$ cat config.mk
export PLATFORM = sky130hd
export DESIGN_NAME = hdlc_boot_seq
export DESIGN_NICKNAME = d
export VERILOG_FILES = /design/src/rtl/boot_seq_pkg.sv /design/src/rtl/boot_seq_dp.sv /design/src/rtl/boot_seq_ctrl.sv /design/src/rtl/hdlc_boot_seq.sv
export SDC_FILE = /design/constraint.sdc
export NUM_CORES = 1
export LEC_CHECK = 0
export ABC_CLOCK_PERIOD_IN_PS = 6250
export BUFFER_PORTS_ARGS = -buffer_cell sky130_fd_sc_hd__buf_2
export CAP_MARGIN = 25
export CORE_MARGIN = 2
export CORE_UTILIZATION = 60
export DETAILED_ROUTE_END_ITERATION = 6
export HOLD_SLACK_MARGIN = 0.02
export PLACE_DENSITY = 0.84
export SYNTH_ARGS = -nofsm -noshare
export SYNTH_HDL_FRONTEND = slang
export SYNTH_SLANG_ARGS = --single-unit
$ cat constraint.sdc
create_clock -name clk -period 6.25 [get_ports clk]
set_input_delay 1.25 -clock clk [delete_from_list [all_inputs] [get_ports clk]]
set_output_delay 1.25 -clock clk [all_outputs]
set_load 0.1 [all_outputs]
$ cat src/rtl/boot_seq_pkg.sv
package boot_seq_pkg;
  localparam int ADDR_W = 16;
  localparam int DATA_W = 16;

  localparam logic [ADDR_W-1:0] ADDR_SWRST  = 16'h0000;
  localparam logic [ADDR_W-1:0] ADDR_BRIDGE = 16'h0010;
  localparam logic [ADDR_W-1:0] ADDR_PORT   = 16'h0020;
  localparam logic [ADDR_W-1:0] ADDR_CHAN   = 16'h0030;
  localparam logic [ADDR_W-1:0] ADDR_DMA    = 16'h0040;
  localparam logic [ADDR_W-1:0] ADDR_CHDMA  = 16'h0050;
  localparam logic [ADDR_W-1:0] CLR_FLOOR   = 16'h1000;

  localparam logic [DATA_W-1:0] DATA_SWRST  = 16'h0001;
  localparam logic [DATA_W-1:0] DATA_CHAN   = 16'h0003;
  localparam logic [DATA_W-1:0] DATA_DMA    = 16'h0003;
  localparam logic [DATA_W-1:0] DATA_CHDMA  = 16'h0001;

  typedef enum logic [2:0] {
    SEL_SWRST, SEL_BRIDGE, SEL_PORTCFG, SEL_PORTON,
    SEL_CHAN, SEL_DMA, SEL_CHDMA, SEL_CLEAR
  } wr_sel_e;

  typedef struct packed {
    wr_sel_e sel;
    logic    idxClr;
    logic    idxInc;
    logic    grpInc;
    logic    settleClr;
    logic    settleRun;
  } seq_ctrl_t;

  typedef struct packed {
    logic idxLast;
    logic grpLast;
    logic settleDone;
    logic timedOut;
  } seq_stat_t;
endpackage

$ cat src/rtl/boot_seq_dp.sv
module boot_seq_dp
  import boot_seq_pkg::*;
#(
  parameter int unsigned NUM_GROUPS = 11,
  parameter int unsigned IDX_W = 16,
  parameter logic [ADDR_W-1:0] GROUP_BASE [NUM_GROUPS] = '{default: '0},
  parameter logic [IDX_W-1:0]  GROUP_SIZE [NUM_GROUPS] = '{default: 16'd1},
  parameter logic [DATA_W-1:0] BRIDGE_CFG = 16'h0001,
  parameter int unsigned SETTLE_US = 500,
  parameter int unsigned SETTLE_CYCLES = 768,
  parameter int unsigned TIMEOUT = 1024
) (
  input  logic              clk,
  input  logic              rstN,
  input  seq_ctrl_t         ctrl,
  input  logic              usTick,
  input  logic              hsStrap,
  input  logic              busWr,
  input  logic              busRdy,
  output logic [ADDR_W-1:0] busAddr,
  output logic [DATA_W-1:0] busData,
  output seq_stat_t         stat
);
  localparam int GRP_W = (NUM_GROUPS > 1) ? $clog2(NUM_GROUPS) : 1;
  localparam int CYC_W = $clog2(SETTLE_CYCLES + 1);
  localparam int US_W  = $clog2(SETTLE_US + 1);
  localparam int TO_W  = $clog2(TIMEOUT + 1);

  logic [GRP_W-1:0] grp;
  logic [IDX_W-1:0] idx;
  logic [CYC_W-1:0] cycCnt;
  logic [US_W-1:0]  usCnt;
  logic [TO_W-1:0]  toCnt;
  logic             waiting;

  assign waiting = busWr && !busRdy;

  // group / index walker for the indirect clear
  always_ff @(posedge clk or negedge rstN) begin
    if (!rstN) begin
      grp <= '0;
      idx <= '0;
    end else if (ctrl.idxClr) begin
      grp <= '0;
      idx <= '0;
    end else if (ctrl.grpInc) begin
      grp <= grp + 1'b1;
      idx <= '0;
    end else if (ctrl.idxInc) begin
      idx <= idx + 1'b1;
    end
  end

  // settle timer: cycle bound and microsecond bound run side by side
  always_ff @(posedge clk or negedge rstN) begin
    if (!rstN) begin
      cycCnt <= '0;
      usCnt  <= '0;
    end else if (ctrl.settleClr) begin
      cycCnt <= '0;
      usCnt  <= '0;
    end else if (ctrl.settleRun) begin
      if (cycCnt != CYC_W'(SETTLE_CYCLES)) cycCnt <= cycCnt + 1'b1;
      if (usTick && usCnt != US_W'(SETTLE_US)) usCnt <= usCnt + 1'b1;
    end
  end

  // bus handshake watchdog
  always_ff @(posedge clk or negedge rstN) begin
    if (!rstN) toCnt <= '0;
    else if (waiting) toCnt <= toCnt + 1'b1;
    else toCnt <= '0;
  end

  assign stat.idxLast    = (idx == GROUP_SIZE[grp] - 1'b1);
  assign stat.grpLast    = (grp == GRP_W'(NUM_GROUPS - 1));
  assign stat.settleDone = (cycCnt == CYC_W'(SETTLE_CYCLES)) && (usCnt == US_W'(SETTLE_US));
  assign stat.timedOut   = waiting && (toCnt == TO_W'(TIMEOUT - 1));

  always_comb begin
    busAddr = ADDR_SWRST;
    busData = DATA_SWRST;
    case (ctrl.sel)
      SEL_SWRST:   begin busAddr = ADDR_SWRST;  busData = DATA_SWRST; end
      SEL_BRIDGE:  begin busAddr = ADDR_BRIDGE; busData = BRIDGE_CFG; end
      SEL_PORTCFG: begin busAddr = ADDR_PORT;   busData = DATA_W'({hsStrap, 1'b0}); end
      SEL_PORTON:  begin busAddr = ADDR_PORT;   busData = DATA_W'({hsStrap, hsStrap, 1'b1}); end
      SEL_CHAN:    begin busAddr = ADDR_CHAN;   busData = DATA_CHAN; end
      SEL_DMA:     begin busAddr = ADDR_DMA;    busData = DATA_DMA; end
      SEL_CHDMA:   begin busAddr = ADDR_CHDMA;  busData = DATA_CHDMA; end
      SEL_CLEAR:   begin busAddr = GROUP_BASE[grp] + ADDR_W'(idx); busData = '0; end
      default:     begin busAddr = ADDR_SWRST;  busData = DATA_SWRST; end
    endcase
  end
endmodule

$ cat src/rtl/boot_seq_ctrl.sv
module boot_seq_ctrl
  import boot_seq_pkg::*;
(
  input  logic      clk,
  input  logic      rstN,
  input  logic      start,
  input  logic      bridgeStrap,
  input  logic      descDone,
  input  logic      busRdy,
  input  seq_stat_t stat,
  output seq_ctrl_t ctrl,
  output logic      busWr,
  output logic      descReq,
  output logic      ready,
  output logic      error
);
  typedef enum logic [3:0] {
    S_IDLE, S_BRIDGE, S_RST1, S_CLEAR, S_RST2, S_PORTCFG, S_CHANEN,
    S_DESC, S_DMAEN, S_CHDMA, S_PORTON, S_SETTLE, S_READY, S_FAULT
  } state_e;

  state_e state, nxt, after;

  always_ff @(posedge clk or negedge rstN) begin
    if (!rstN) state <= S_IDLE;
    else state <= nxt;
  end

  always_comb begin
    nxt   = state;
    after = state;
    ctrl  = '0;
    busWr = 1'b0;
    case (state)
      S_IDLE, S_READY, S_FAULT:
        if (start) begin
          ctrl.idxClr = 1'b1;
          nxt = bridgeStrap ? S_BRIDGE : S_RST1;
        end
      S_BRIDGE:  begin busWr = 1'b1; ctrl.sel = SEL_BRIDGE;  after = S_RST1; end
      S_RST1:    begin busWr = 1'b1; ctrl.sel = SEL_SWRST;   after = S_CLEAR; end
      S_CLEAR: begin
        busWr    = 1'b1;
        ctrl.sel = SEL_CLEAR;
        after    = (stat.idxLast && stat.grpLast) ? S_RST2 : S_CLEAR;
        if (busRdy) begin
          ctrl.grpInc = stat.idxLast && !stat.grpLast;
          ctrl.idxInc = !stat.idxLast;
        end
      end
      S_RST2:    begin busWr = 1'b1; ctrl.sel = SEL_SWRST;   after = S_PORTCFG; end
      S_PORTCFG: begin busWr = 1'b1; ctrl.sel = SEL_PORTCFG; after = S_CHANEN; end
      S_CHANEN:  begin busWr = 1'b1; ctrl.sel = SEL_CHAN;    after = S_DESC; end
      S_DESC:    if (descDone) nxt = S_DMAEN;
      S_DMAEN:   begin busWr = 1'b1; ctrl.sel = SEL_DMA;     after = S_CHDMA; end
      S_CHDMA:   begin busWr = 1'b1; ctrl.sel = SEL_CHDMA;   after = S_PORTON; end
      S_PORTON: begin
        busWr          = 1'b1;
        ctrl.sel       = SEL_PORTON;
        after          = S_SETTLE;
        ctrl.settleClr = busRdy;
      end
      S_SETTLE: begin
        ctrl.settleRun = 1'b1;
        if (stat.settleDone) nxt = S_READY;
      end
      default: nxt = S_IDLE;
    endcase
    if (busWr) begin
      if (busRdy) nxt = after;
      else if (stat.timedOut) nxt = S_FAULT;
    end
  end

  assign descReq = (state == S_DESC);
  assign ready   = (state == S_READY);
  assign error   = (state == S_FAULT);
endmodule

$ cat src/rtl/hdlc_boot_seq.sv
module hdlc_boot_seq
  import boot_seq_pkg::*;
#(
  parameter int unsigned NUM_GROUPS = 11,
  parameter int unsigned IDX_W = 16,
  parameter logic [ADDR_W-1:0] GROUP_BASE [NUM_GROUPS] = '{
    16'h4000, 16'h5800, 16'h5900, 16'h6000, 16'h6800, 16'h7400,
    16'h7800, 16'h7C00, 16'h7D00, 16'h8000, 16'h8400},
  parameter logic [IDX_W-1:0] GROUP_SIZE [NUM_GROUPS] = '{
    16'd6144, 16'd256, 16'd256, 16'd1536, 16'd3072, 16'd256,
    16'd1024, 16'd256, 16'd256, 16'd1024, 16'd256},
  parameter logic [DATA_W-1:0] BRIDGE_CFG = 16'h0001,
  parameter int unsigned SETTLE_US = 500,
  parameter int unsigned SETTLE_CYCLES = 768,
  parameter int unsigned TIMEOUT = 1024
) (
  input  logic              clk,
  input  logic              rstN,
  input  logic              start,
  input  logic              bridgeStrap,
  input  logic              hsStrap,
  input  logic              usTick,
  input  logic              descDone,
  input  logic              busRdy,
  output logic [ADDR_W-1:0] busAddr,
  output logic [DATA_W-1:0] busData,
  output logic              busWr,
  output logic              descReq,
  output logic              ready,
  output logic              error
);
  seq_ctrl_t ctrl;
  seq_stat_t stat;

  boot_seq_ctrl u_ctrl (
    .clk(clk), .rstN(rstN), .start(start), .bridgeStrap(bridgeStrap),
    .descDone(descDone), .busRdy(busRdy), .stat(stat), .ctrl(ctrl),
    .busWr(busWr), .descReq(descReq), .ready(ready), .error(error)
  );

  boot_seq_dp #(
    .NUM_GROUPS(NUM_GROUPS), .IDX_W(IDX_W), .GROUP_BASE(GROUP_BASE),
    .GROUP_SIZE(GROUP_SIZE), .BRIDGE_CFG(BRIDGE_CFG), .SETTLE_US(SETTLE_US),
    .SETTLE_CYCLES(SETTLE_CYCLES), .TIMEOUT(TIMEOUT)
  ) u_dp (
    .clk(clk), .rstN(rstN), .ctrl(ctrl), .usTick(usTick), .hsStrap(hsStrap),
    .busWr(busWr), .busRdy(busRdy), .busAddr(busAddr), .busData(busData),
    .stat(stat)
  );
endmodule

==> flow_metrics.tcl <==
set metrics [dict create \
    finalCritPeriodShare_pct 72.57 \
    synth_fa_ha_area_share_pct 6.504 \
    status "finished clean" \
    synthCells 478 \
    power.share.clock_pct 13.3 \
    syn_area_sq_um 4040 \
    design_area_sq_um 4242 \
    portBuffers 30 \
    grt_first_pass_wirelength_microns 14440 \
    worstPathArrival_ns 3.29 \
    grt.total_usage_pct 23.98 \
    cts_resized 0 \
    drtPass1Iterations 4 \
    std_cell_rows 29 \
    r2r_slack_ns 2.17 \
    route.detailed.drc 0 \
    power_switching_uw 840.2 \
    swShare_pct 54.07 \
    crit_type "flip-flop to output pin" \
    via_per_inst 6.000 \
    antenna_left 0 \
    clk_latency_ns 0.32 \
    wl_per_cell_microns 14.66 \
    synthMuxAreaShare_pct 1.022 \
    setup_slack_ns 1.715 \
    cts_tree "yes" \
    start_util_pct 62.91 \
    num_vias 3450 \
    nets 526 \
    synth_compound_area_share_pct 15.58 \
    place_hpwl_microns 6272 \
    ys_types 65 \
    antenna_found_initial 0 \
    finalCriticalPeriod_ns 4.535 \
    drv_slew 0 \
    final_cell_mix "nor2_1, dfrtp_1, nand2_1" \
    h-tree-depth 2 \
    path_clk_slew_ns 0.11 \
    synthToLayoutAreaGrowth_pct 4.986 \
    ys_ff_latch 54 \
    clock-sinks 54 \
    hold_depth 1 \
    die_area_sq_um 7406 \
    ys_warn_count 0 \
    fmax_ghz 0.2205 \
    yosysSeqAreaShare_pct 33.45 \
    synthSimpleGateAreaFrac_pct 27.10 \
    postPlaceCellArea_sq_um 4146 \
    tightest_slew_ns 0.8498 \
    cts_buffers 5 \
    min_path_type "flip-flop to flip-flop" \
    synth_ff_type "dfrtp_1" \
    ctsHoldBuffers 0 \
    cts_root_buf "clkbuf_8" \
    seqPwrFrac_pct 37.2 \
    finalSetupViolations 0 \
    fin_skew_ns 0.01201 \
    clk_path_buf_depth 2 \
    pin_count 44 \
    grt-ovfl-total 0 \
    async_flop_share_pct 100.0 \
    stdcell_count 575 \
    synth_edf_count 0 \
    power.internal_uw 713.8 \
    maxSlewHeadroom_pct 42.97 \
    grt_start_max_net_pins 55 \
    dp.cells 567 \
    setup_tns_ns 0 \
    drt-total-wl_microns 8432 \
    start_kind "flip-flop" \
    n_antenna_cell 0 \
    pre_cts_slack_ns 2.090 \
    finalPower_uw 1554 \
    syn_avg_cell_area_sq_um 8.452 \
    powerDensity_nw_per_um2 366.4 \
    worst_r2r_path_depth 13 \
    crit_fanout 8 \
    die_w_microns 86.06 \
    maxCapViolations 0 \
    drt_iter0_drc 217 \
    synthXorXnorAreaFrac_pct 9.074 \
    pwr-share-comb_pct 49.5 \
    place_congestion 0.9219 \
    die_y_microns 86.06 \
    ir_drop_mv 0.5130 \
    post-cts-setup-buffers 0 \
    layout-drive-gt1-share_pct 11.04 \
    required_ns 5.00 \
    cellLeakagePower_uw 0.001930 \
    synth_top_family_by_area "simple AND/OR/NAND/NOR gates" \
    fp.coreArea_sq_um 6422 \
    grt_pass1_vias 3197 \
    rsz0062_at_grt "false" \
    end_kind "output pin" \
    hold_viol 0 \
]
## power by group through the flow
stage          clock, uW  sequential, uW  combinational [uW]
6_report             207             578                 769
5_1_grt              225             598                 837
4_1_cts              213             575                 772
3_5_place_dp           0             582                 769
3_3_place_gp           0             577                 752
2_1_floorplan          0             500                 730
## flip-flops by register name (all words and copies together) (netlist names)
| register | count |
|---|---|
| u_dp.toCnt | 11 |
| u_ctrl.state | 4 |
| u_dp.usCnt | 9 |
| u_dp.cycCnt | 10 |
| u_dp.idx | 16 |
| u_dp.grp | 4 |
## worst max-delay path: stages (launching register included)
cell,delay [ns]
dfrtp_1,0.50
inv_1,0.13
ha_1,0.31
nand2_1,0.13
o21ai_0,0.12
ha_1,0.24
ha_1,0.22
a21o_1,0.17
a21oi_1,0.22
nor2_1,0.07
o21ai_0,0.15
nand2b_1,0.10
xnor2_1,0.12
nor2_1,0.07
buf_2,0.43
## synth_stat cells, types with 3 or more instances
master / number / area share, %
nor2b_1: 8 / 1.2
nor3_1: 7 / 0.87
buf_4: 14 / 2.6
a31oi_1: 6 / 0.93
nand2b_1: 12 / 1.9
or3_1: 11 / 1.7
a211o_1: 4 / 0.87
o21ai_1: 5 / 0.62
buf_6: 3 / 0.84
nand4_1: 11 / 1.7
and3_1: 12 / 1.9
dfrtp_1: 54 / 33
nor4_1: 6 / 0.93
o31ai_1: 4 / 0.74
nor2_1: 54 / 5.0
nand3_1: 24 / 3.0
ha_1: 21 / 6.5
xor2_1: 20 / 4.3
o22ai_1: 3 / 0.46
xnor2_1: 20 / 4.3
o211ai_1: 4 / 0.74
mux2i_1: 3 / 0.74
and2_1: 10 / 1.5
nand2_1: 39 / 3.6
clkbuf_1: 10 / 0.93
a21oi_1: 18 / 2.2
or4_1: 3 / 0.56
buf_1: 3 / 0.28
o21bai_1: 5 / 0.93
o21ai_0: 17 / 2.1
inv_1: 26 / 2.4
## stage by stage
step / util (%) / hold WS (ns)
floorplan: - / 0.4549
detailed placement: 64.56 / 0.4878
global placement: 64.56 / 0.4800
CTS: 66.04 / 0.5036
finish: 66.04 / 0.4953
global route: 66.04 / 0.5121
## layer usage
| metal | wire length (microns) | track usage (%) | vias up |
|---|---|---|---|
| met5 | 0 | 0 | - |
| li1 | - | - | 1689 |
| met4 | 152 | 8.225 | 0 |
| met2 | 4034 | 38.69 | 91 |
| met1 | 3901 | 33.35 | 1654 |
| met3 | 344 | 3.080 | 16 |
## kinds of logic (layout without fill, tap and decap cells)
kind of cell / count (synthesis) / count (layout)
AOI/OAI and AO/OA: 88 / 88
xor gates and xnor gates: 41 / 41
adders and majority gates: 21 / 21
buffers and inverters: 57 / 65
DFF: 54 / 54
muxes: 4 / 4
other: 1 / 13
and+or+nand+nor: 212 / 212
## worst paths after layout
| path | from | endpoint |
|---|---|---|
| setup / recovery | u_dp.grp[0] | busAddr[14] |
| hold / removal | u_dp.toCnt[0] | u_dp.toCnt[0] |
| setup reg to reg | u_dp.grp[0] | u_dp.idx[15] |
| hold reg to reg | u_dp.toCnt[0] | u_dp.toCnt[0] |
| max in group asynchronous | rstN | u_dp.idx[0] |
| min in group asynchronous | rstN | u_dp.usCnt[8] |
## layout make-up
type | count | area [sq um]
clock buffer | 5 | 68.82
clock inverter | 3 | 26.28
fill | 542 | 2181
inverter | 26 | 97.59
multi-input combinational | 379 | 2444
sequential | 54 | 1351
tap | 77 | 96.34
timing repair buffer | 31 | 157.7
Note: power is estimated with default switching activity, not from simulation.
